--- config.mk ---
export PLATFORM = sky130hd
export DESIGN_NAME = spi_tag_locator
export DESIGN_NICKNAME = d
export VERILOG_FILES = /design/src/rtl/spi_tag_locator_pkg.sv /design/src/rtl/tl_win_ctr.sv /design/src/rtl/tl_rsp_eval.sv /design/src/rtl/spi_tag_locator.sv
export SDC_FILE = /design/constraint.sdc
export NUM_CORES = 1
export LEC_CHECK = 0
export ABC_AREA = 1
export CAP_MARGIN = 20
export CORE_MARGIN = 2
export CORE_UTILIZATION = 50
export CTS_BUF_LIST = sky130_fd_sc_hd__clkbuf_8
export CTS_CLUSTER_SIZE = 25
export DETAILED_ROUTE_END_ITERATION = 16
export DONT_BUFFER_PORTS = 1
export PLACE_DENSITY = 0.67
export SLEW_MARGIN = 20
export SYNTH_ARGS = -nofsm -noshare
export SYNTH_HDL_FRONTEND = slang
export SYNTH_SLANG_ARGS = --single-unit
--- constraint.sdc ---
create_clock -name clk -period 2.4 [get_ports clk]
set_input_delay 0.48 -clock clk [delete_from_list [all_inputs] [get_ports clk]]
set_output_delay 0.48 -clock clk [all_outputs]
set_load 0.05 [all_outputs]
--- src/rtl/spi_tag_locator_pkg.sv ---
package spi_tag_locator_pkg;

  localparam logic [3:0] DATA_NIBBLE = 4'hF;
  localparam logic [3:0] RSP_NIBBLE  = 4'hC;
  localparam logic [3:0] TYPE_LAST   = 4'h3;
  localparam logic [7:0] STATUS_OK   = 8'h00;

  // upper nibble marks the start of read data
  function automatic logic is_data_tag(input logic [7:0] b);
    return b[7:4] == DATA_NIBBLE;
  endfunction

  // upper nibble marks a write-response header
  function automatic logic is_rsp_start(input logic [7:0] b);
    return b[7:4] == RSP_NIBBLE;
  endfunction

  // header of the final packet with a clean status
  function automatic logic rsp_accept(input logic [7:0] hdr, input logic [7:0] stat);
    return (hdr[3:0] == TYPE_LAST) && (stat == STATUS_OK);
  endfunction

endpackage

--- src/rtl/tl_win_ctr.sv ---
module tl_win_ctr #(
  parameter int W = 7
) (
  input  logic         clk,
  input  logic         rst_n,
  input  logic         clr,
  input  logic         inc,
  input  logic [W-1:0] lim,
  output logic [W-1:0] cnt,
  output logic         at_last
);

  always_ff @(posedge clk or negedge rst_n) begin
    if (!rst_n)   cnt <= '0;
    else if (clr) cnt <= '0;
    else if (inc) cnt <= cnt + W'(1);
  end

  assign at_last = (cnt == lim);

endmodule

--- src/rtl/tl_rsp_eval.sv ---
module tl_rsp_eval
  import spi_tag_locator_pkg::*;
#(
  parameter int N  = 4,
  parameter int IW = 7
) (
  input  logic [N-1:0][7:0] win,
  output logic              hit,
  output logic              ok,
  output logic [IW-1:0]     idx,
  output logic [7:0]        hdr,
  output logic [7:0]        stat
);

  // ascending walk, so the highest matching position is the one kept
  always_comb begin
    hit  = 1'b0;
    idx  = '0;
    hdr  = '0;
    stat = '0;
    for (int i = 0; i < N - 1; i++) begin
      if (is_rsp_start(win[i])) begin
        hit  = 1'b1;
        idx  = IW'(i);
        hdr  = win[i];
        stat = win[i+1];
      end
    end
  end

  assign ok = hit && rsp_accept(hdr, stat);

endmodule

--- src/rtl/spi_tag_locator.sv ---
module spi_tag_locator
  import spi_tag_locator_pkg::*;
#(
  parameter int SHORT_WIN = 8,
  parameter int LONG_WIN  = 101,
  parameter int RSP_BYTES = 4,
  localparam int IDX_W    = $clog2(LONG_WIN)
) (
  input  logic             clk,
  input  logic             rst_n,
  input  logic             start,
  input  logic             wr_mode,
  input  logic             long_hunt,
  input  logic             in_valid,
  input  logic [7:0]       in_byte,
  output logic             done,
  output logic             found,
  output logic             err,
  output logic [IDX_W-1:0] tag_idx,
  output logic [7:0]       tag_byte,
  output logic [3:0]       pkt_type,
  output logic [7:0]       status_byte
);

  logic             busy_q;
  logic             mode_wr_q;
  logic [IDX_W-1:0] lim_q;
  logic [IDX_W-1:0] cnt;
  logic             at_last;
  logic [7:0]       cap_q [RSP_BYTES-1];

  // named events
  logic byte_take, data_hit, finish;
  assign byte_take = busy_q && in_valid && !start;
  assign data_hit  = byte_take && !mode_wr_q && is_data_tag(in_byte);
  assign finish    = byte_take && (data_hit || at_last);

  tl_win_ctr #(.W(IDX_W)) u_ctr (
    .clk(clk), .rst_n(rst_n), .clr(start), .inc(byte_take && !finish),
    .lim(lim_q), .cnt(cnt), .at_last(at_last)
  );

  // write-response window: stored bytes plus the live last byte
  logic [RSP_BYTES-1:0][7:0] rsp_win;
  for (genvar g = 0; g < RSP_BYTES - 1; g++) begin : g_cap
    always_ff @(posedge clk or negedge rst_n) begin
      if (!rst_n)      cap_q[g] <= '0;
      else if (start)  cap_q[g] <= '0;
      else if (byte_take && mode_wr_q && cnt == IDX_W'(g)) cap_q[g] <= in_byte;
    end
    assign rsp_win[g] = cap_q[g];
  end
  assign rsp_win[RSP_BYTES-1] = in_byte;

  logic             ev_hit, ev_ok;
  logic [IDX_W-1:0] ev_idx;
  logic [7:0]       ev_hdr, ev_stat;

  tl_rsp_eval #(.N(RSP_BYTES), .IW(IDX_W)) u_eval (
    .win(rsp_win), .hit(ev_hit), .ok(ev_ok),
    .idx(ev_idx), .hdr(ev_hdr), .stat(ev_stat)
  );

  always_ff @(posedge clk or negedge rst_n) begin
    if (!rst_n) begin
      busy_q <= 1'b0; mode_wr_q <= 1'b0; lim_q <= '0;
      done <= 1'b0; found <= 1'b0; err <= 1'b0;
      tag_idx <= '0; tag_byte <= '0; status_byte <= '0;
    end else if (start) begin
      busy_q    <= 1'b1;
      mode_wr_q <= wr_mode;
      lim_q     <= wr_mode   ? IDX_W'(RSP_BYTES - 1) :
                   long_hunt ? IDX_W'(LONG_WIN - 1) : IDX_W'(SHORT_WIN - 1);
      done <= 1'b0; found <= 1'b0; err <= 1'b0;
      tag_idx <= '0; tag_byte <= '0; status_byte <= '0;
    end else if (finish) begin
      busy_q <= 1'b0;
      done   <= 1'b1;
      if (mode_wr_q) begin
        found       <= ev_ok;
        err         <= !ev_ok;
        tag_idx     <= ev_idx;
        tag_byte    <= ev_hdr;
        status_byte <= ev_stat;
      end else begin
        found    <= data_hit;
        err      <= !data_hit;
        tag_idx  <= data_hit ? cnt : '0;
        tag_byte <= data_hit ? in_byte : '0;
      end
    end
  end

  assign pkt_type = tag_byte[3:0];

endmodule

# Yosys cells after proc, flatten, opt, wreduce, memory -nomap -nowiden

Cells that the tools add are included.

Div/mod/pow operators: 0
Shift operators: 0
$mul: 0
Order comparisons: 0
Mux-type cells: 42
$add $sub $neg: 1
Eq/ne operators: 8
Reductions and logical operators: 27
Bitwise logic cells: 0

Operators with widths:

| kind                | number |
|---|---|
| $mux 8              | 19 |
| $mux 7              | 8 |
| $eq 4x4->1 const B  | 4 |
| $mux 1              | 14 |
| $logic_and 1x1->1   | 12 |
| $reduce_bool 2->1   | 6 |
| $logic_not 8->1     | 1 |
| $add 7x1->7 const B | 1 |
| $eq 7x1->1 const B  | 1 |
| $eq 7x2->1 const B  | 1 |
| $eq 7x7->1          | 1 |
| $logic_not 7->1     | 1 |
| $logic_not 1->1     | 5 |
| $eq 4x2->1 const B  | 1 |
| $mux 2              | 1 |
| $reduce_and 2->1    | 1 |
| $logic_or 1x1->1    | 1 |

Bits in latches: 0
Output and inout port bits: 30
Flip-flop bits (word level): 66
Bits in read-only memories: 0
Word-level logic and storage cells: 91
Memories: 0
Bits of input ports: 14
RAM bits: 0

# Logic depth before layout (Yosys ltp)

Depth after elaboration: 11
Depth in mapped cells: 12
Depth with buffers taken out: 12

# Hierarchy

From an unflattened synthesis, not the netlist that was laid out.

Cell total of the unflattened synthesis: 519
Area total of the unflattened synthesis: 3816.2 um^2

Modules (own cells, without submodules):

| module          | seq. area each (um^2) | cells each | times used | area an instance (um^2) |
|---|---|---|---|---|
| spi_tag_locator | 1376.3                | 322        | 1          | 2718.9 |
| tl_rsp_eval     | 0.0                   | 117        | 1          | 601.8 |
| tl_win_ctr      | 175.2                 | 80         | 1          | 495.5 |

# Worst setup path after synthesis

Ideal clock, no wire load.

Kind: input port to flip-flop
From: input port start
To: register status_byte[6]
Buffers on the path: 1
Cell stages on the path: 11
Setup time: 0.123 ns
Slack: 0.764 ns
Data arrival time: 1.512 ns
Cells stage by stage: inv_2 -> nand3_2 -> nor2_1 -> nand2_2 -> nand2_2 -> nand2_2 -> nand2_2 -> nand2_4 -> buf_6 -> nand2_1 -> o21ai_2

Word-level cells in the longest chain between the ends: 8

RTL lines:

| item                           | RTL line              | text |
|---|---|---|
| start, declared                | spi_tag_locator.sv:11 | `input logic start,` |
| $logic_not 1->1                | spi_tag_locator.sv:34 | `assign byte_take = busy_q && in_valid && !start;` |
| $logic_and 1x1->1              | spi_tag_locator.sv:34 |  |
| $logic_and 1x1->1 (2 in a row) | spi_tag_locator.sv:35 | `assign data_hit = byte_take && !mode_wr_q && is_data_tag(in_byte);` |
| $logic_or 1x1->1               | spi_tag_locator.sv:36 | `assign finish = byte_take && (data_hit \|\| at_last);` |
| $logic_and 1x1->1              | spi_tag_locator.sv:36 |  |
| $reduce_bool 2->1 (no line)    | n/a                   |  |
| $reduce_and 2->1 (no line)     | n/a                   |  |
| end signal, assigned           | spi_tag_locator.sv:84 | `status_byte <= ev_stat;` |
| end, declared                  | spi_tag_locator.sv:22 | `output logic [7:0] status_byte` |

Parallel ways exist; a longest one is shown, timed or not.
A chain may end at the register's enable or synchronous reset.

# Final worst setup path

From: register cap_q[4] in the netlist's numbering
To: register err

Word-level cells in the longest chain between the ends: 9

RTL lines:

| item                                          | RTL line                                     | text |
|---|---|---|
| start, declared                               | spi_tag_locator.sv:30                        | `logic [7:0] cap_q [RSP_BYTES-1];` |
| start signal, assigned by index               | spi_tag_locator.sv:49                        | `else if (byte_take && mode_wr_q && cnt == IDX_W'(g)) cap_q[g] <= in_byte;` |
| $eq 4x4->1 or $mux 8 (tied branches)          | spi_tag_locator_pkg.sv:15, tl_rsp_eval.sv:22 |  |
| $mux 8                                        | tl_rsp_eval.sv:22                            | `if (is_rsp_start(win[i])) begin` |
| $eq 4x2->1 or $logic_not 8->1 (tied branches) | spi_tag_locator_pkg.sv:20                    | `return (hdr[3:0] == TYPE_LAST) && (stat == STATUS_OK);` |
| $logic_and 1x1->1                             | spi_tag_locator_pkg.sv:20                    |  |
| $logic_and 1x1->1 (*)                         | tl_rsp_eval.sv:31                            | `assign ok = hit && rsp_accept(hdr, stat);` |
| $logic_not 1->1 (*)                           | spi_tag_locator.sv:81                        | `err <= !ev_ok;` |
| $mux 1 (*)                                    | spi_tag_locator.sv:79                        | `if (mode_wr_q) begin` |
| $mux 1 (*)                                    | spi_tag_locator.sv:76                        | `end else if (finish) begin` |
| $mux 1 (*)                                    | spi_tag_locator.sv:69                        | `end else if (start) begin` |
| end signal, assigned                          | spi_tag_locator.sv:81                        |  |
| end signal, assigned                          | spi_tag_locator.sv:87                        | `err <= !data_hit;` |
| end, declared                                 | spi_tag_locator.sv:18                        | `output logic err,` |

Mark *: on every way between the ends. The rest lies on a longest branch, timed or not. The select of a mux whose other input is x is not followed.

==> results.py <==
metrics = {
    "setup_path": {
        "cp_cell_sequence": "nor2_1 > nand2_1 > nand2_2 > nor2_1 > nor2_1 > nand2_1 > nor2_1 > nand3_1 > nand2_1 > nand2_1",
        "r2r_setup_slack_ns": 0.50,
        "cp.arrival_ns": 2.13,
        "critPathBufInv": 0,
        "critPathLaunchType": "flop",
        "r2r_cells": 10,
        "critPathCaptureType": "flop",
        "cp_top_family": "simple AND/OR/NAND/NOR gates",
        "path_max_fanout": 14,
        "cp.required_ns": 2.63,
        "r2r_end": "err",
        "cpPeakStageDelay_ns": 0.41,
        "r2r-start": "cap_q[4]",
        "critPathSlowestCell": "dfrtp_1",
        "crit_type": "reg2reg",
    },
    "layout": {
        "nets": 443,
        "diodes": 0,
        "drive_above_1_share_pct": 11.9,
        "area_delta_synth_final_pct": 7.68,
        "final_cells": 507,
    },
    "flow_run": {
        "drv_cap": 0,
    },
    "routing": {
        "vias": 2698,
        "dr.pass1.iters": 6,
        "antenna_left": 0,
        "m1WireLength_um": 3360,
        "vias_per_cell": 5.32,
        "drtIter0Drc": 188,
        "wl_um": 7290,
        "met2_length_um": 3300,
        "wl_per_cell_um": 14.4,
        "top_layer": "met4",
        "wl_met3_um": 426,
        "route.detailed.drc": 0,
    },
    "floorplanning": {
        "core_um2": 6310,
        "num_rows": 29,
        "initial_core_util_pct": 51.6,
        "pin_count": 44,
        "dieWidth_um": 84.7,
        "die_h_um": 84.7,
        "die-area_um2": 7180,
    },
    "synth": {
        "synth-seq-cells": 62,
        "synth.avg_cell_area_um2": 7.78,
        "netlist_instances": 419,
        "synth.yosys.warnings": 0,
        "yosysSeqAreaShare_pct": 47.6,
        "yosys.cell_types.count": 29,
        "netlist_area_um2": 3260,
        "synth_fp_nets": 437,
    },
    "grt": {
        "grt_pass1_wl_um": 12400,
        "grt_overflow": 0,
        "antenna_found_initial": 0,
        "track_usage_pct": 22.2,
        "grt_max_degree": 63,
        "grt_pass1_vias": 2548,
    },
    "clock_network": {
        "root_buffer": "clkbuf_8",
        "cts_made_buffers": 9,
        "clk_latency_ns": 0.34,
        "cts.clk_slew.worst_paths_ns": 0.07,
        "cts.sinks": 62,
        "ctsHtreeMaxLevel": 3,
        "cts_tree": "yes",
        "clk_path_buf_depth": 2,
    },
    "timing": {
        "max-slew-margin-rel_pct": 58.0,
        "finalSetupViolCount": 0,
        "fin_crit_ns": 1.90,
        "hold_slack_ns": 0.000288,
        "hold_viol": 0,
        "post-route-period-util_pct": 79.3,
        "fin_skew_ns": 0.00934,
        "slew_violations": 0,
        "timing.fmax_mhz": 525,
        "fin_ws_ns": 0.496,
        "rsz0062_at_grt": "no",
        "finalSetupTns_ns": 0,
        "tightest_slew_ns": 0.627,
    },
    "power_and_ir_drop": {
        "power_leakage_nw": 1.81,
        "ir_drop_v": 0.000387,
        "power_density_nw_per_um2": 629,
        "total_power_mw": 2.21,
    },
    "run_status": {
        "status": "complete, no violations",
    },
    "placement": {
        "place_inst": 490,
        "gp_congestion": 0.935,
        "pre_cts_ws_ns": 0.438,
        "numPortBuffers": 0,
        "hpwl_um": 5370,
    },
    "hold_path": {
        "min-delay-path-class": "in2async",
    },
}
## cells in the mapped netlist, drive strengths merged
library cell	n	area, um^2
a21oi	9	45.0
a31oi	2	12.5
buf	12	101
clkbuf	4	15.0
dfrtp	62	1550
ha	4	50.1
inv	40	150
nand2	141	549
nand3	34	175
nand4	2	27.5
nor2	49	184
nor3	3	20.0
nor3b	3	37.5
o21ai	40	238
o21bai	1	7.51
o22ai	7	43.8
o31ai	2	15.0
xnor2	1	8.76
xor2	3	26.3
## cell type report
type                            instances  area, um^2
Sequential cell                        62        1550
Inverter                               40         150
Clock inverter                          6        30.0
Tap cell                               77        96.3
Multi-Input combinational cell        301        1440
Timing Repair Buffer                   11         103
Fill cell                             620        2810
Clock buffer                           10         138
## cell families (layout without fill, tap and decap cells)
logic type / count (synthesis) / after routing / share of synthesized area, %
AND/OR/NAND/NOR: 232 / 232 / 30.5
flip-flops: 62 / 62 / 47.6
AO/OA/AOI/OAI: 61 / 61 / 11.1
buffers and inverters: 56 / 67 / 8.18
adder cells (fa/ha/maj): 4 / 4 / 1.54
XOR/XNOR: 4 / 4 / 1.08
## sequential cells by signal, summed over array words and instances (netlist names)
signal       count
found            1
tag_byte         8
mode_wr_q        1
busy_q           1
err              1
done             1
cap_q           24
status_byte      8
lim_q            3
u_ctr.cnt        7
tag_idx          7
## per-stage QoR
step,instance area [um^2],utilization (%)
2_1_floorplan,3260,-
3_3_place_gp,3310,52.5
3_5_place_dp,3310,52.5
4_1_cts,3510,55.6
5_1_grt,3510,55.6
6_report,3510,55.6
## timing repair
| action | 4_1_cts | 5_1_grt |
|---|---|---|
| hold buffers | 1 | 0 |
| endpoints found under the hold margin | 62 | 0 |
| resized for setup | 0 | 0 |
| buffers inserted | 0 | 0 |
## cells in the final DEF, fill, tap and decap left out, types with 4 or more instances in the layout
master,netlist,layout
a21oi_1,9,9
buf_4,4,10
clkbuf_8,0,10
dfrtp_1,62,62
ha_1,4,4
inv_1,36,38
inv_2,4,4
nand2_1,135,135
nand2_2,5,5
nand3_1,33,33
nor2_1,49,49
o21ai_0,17,17
o21ai_1,13,13
o21ai_2,10,10
o22ai_1,7,7
## how the worst max path moves through the flow
stage / start / endpoint / slack, ns / cells after the start
2_1_floorplan: start / status_byte[6] / 0.76 / 11
3_3_place_gp: in_byte[6] / status_byte[6] / 0.46 / 9
3_5_place_dp: in_byte[6] / status_byte[7] / 0.44 / 9
4_1_cts: cap_q[4] / err / 0.51 / 10
5_1_grt: cap_q[4] / err / 0.25 / 10
6_report: cap_q[4] / err / 0.50 / 10
## report_power, final
group | internal [mW] | switching, mW | total [mW]
sequential | 1.09 | 0.0700 | 1.16
combinational | 0.0795 | 0.176 | 0.255
clock | 0.389 | 0.401 | 0.791
## layer usage
metal	track usage, %	vias up
met5	0	-
met4	9.81	0
met3	4.82	15
met2	33.8	73
met1	30.5	1260
li1	-	1350
Power figures use the tool's default switching activity.
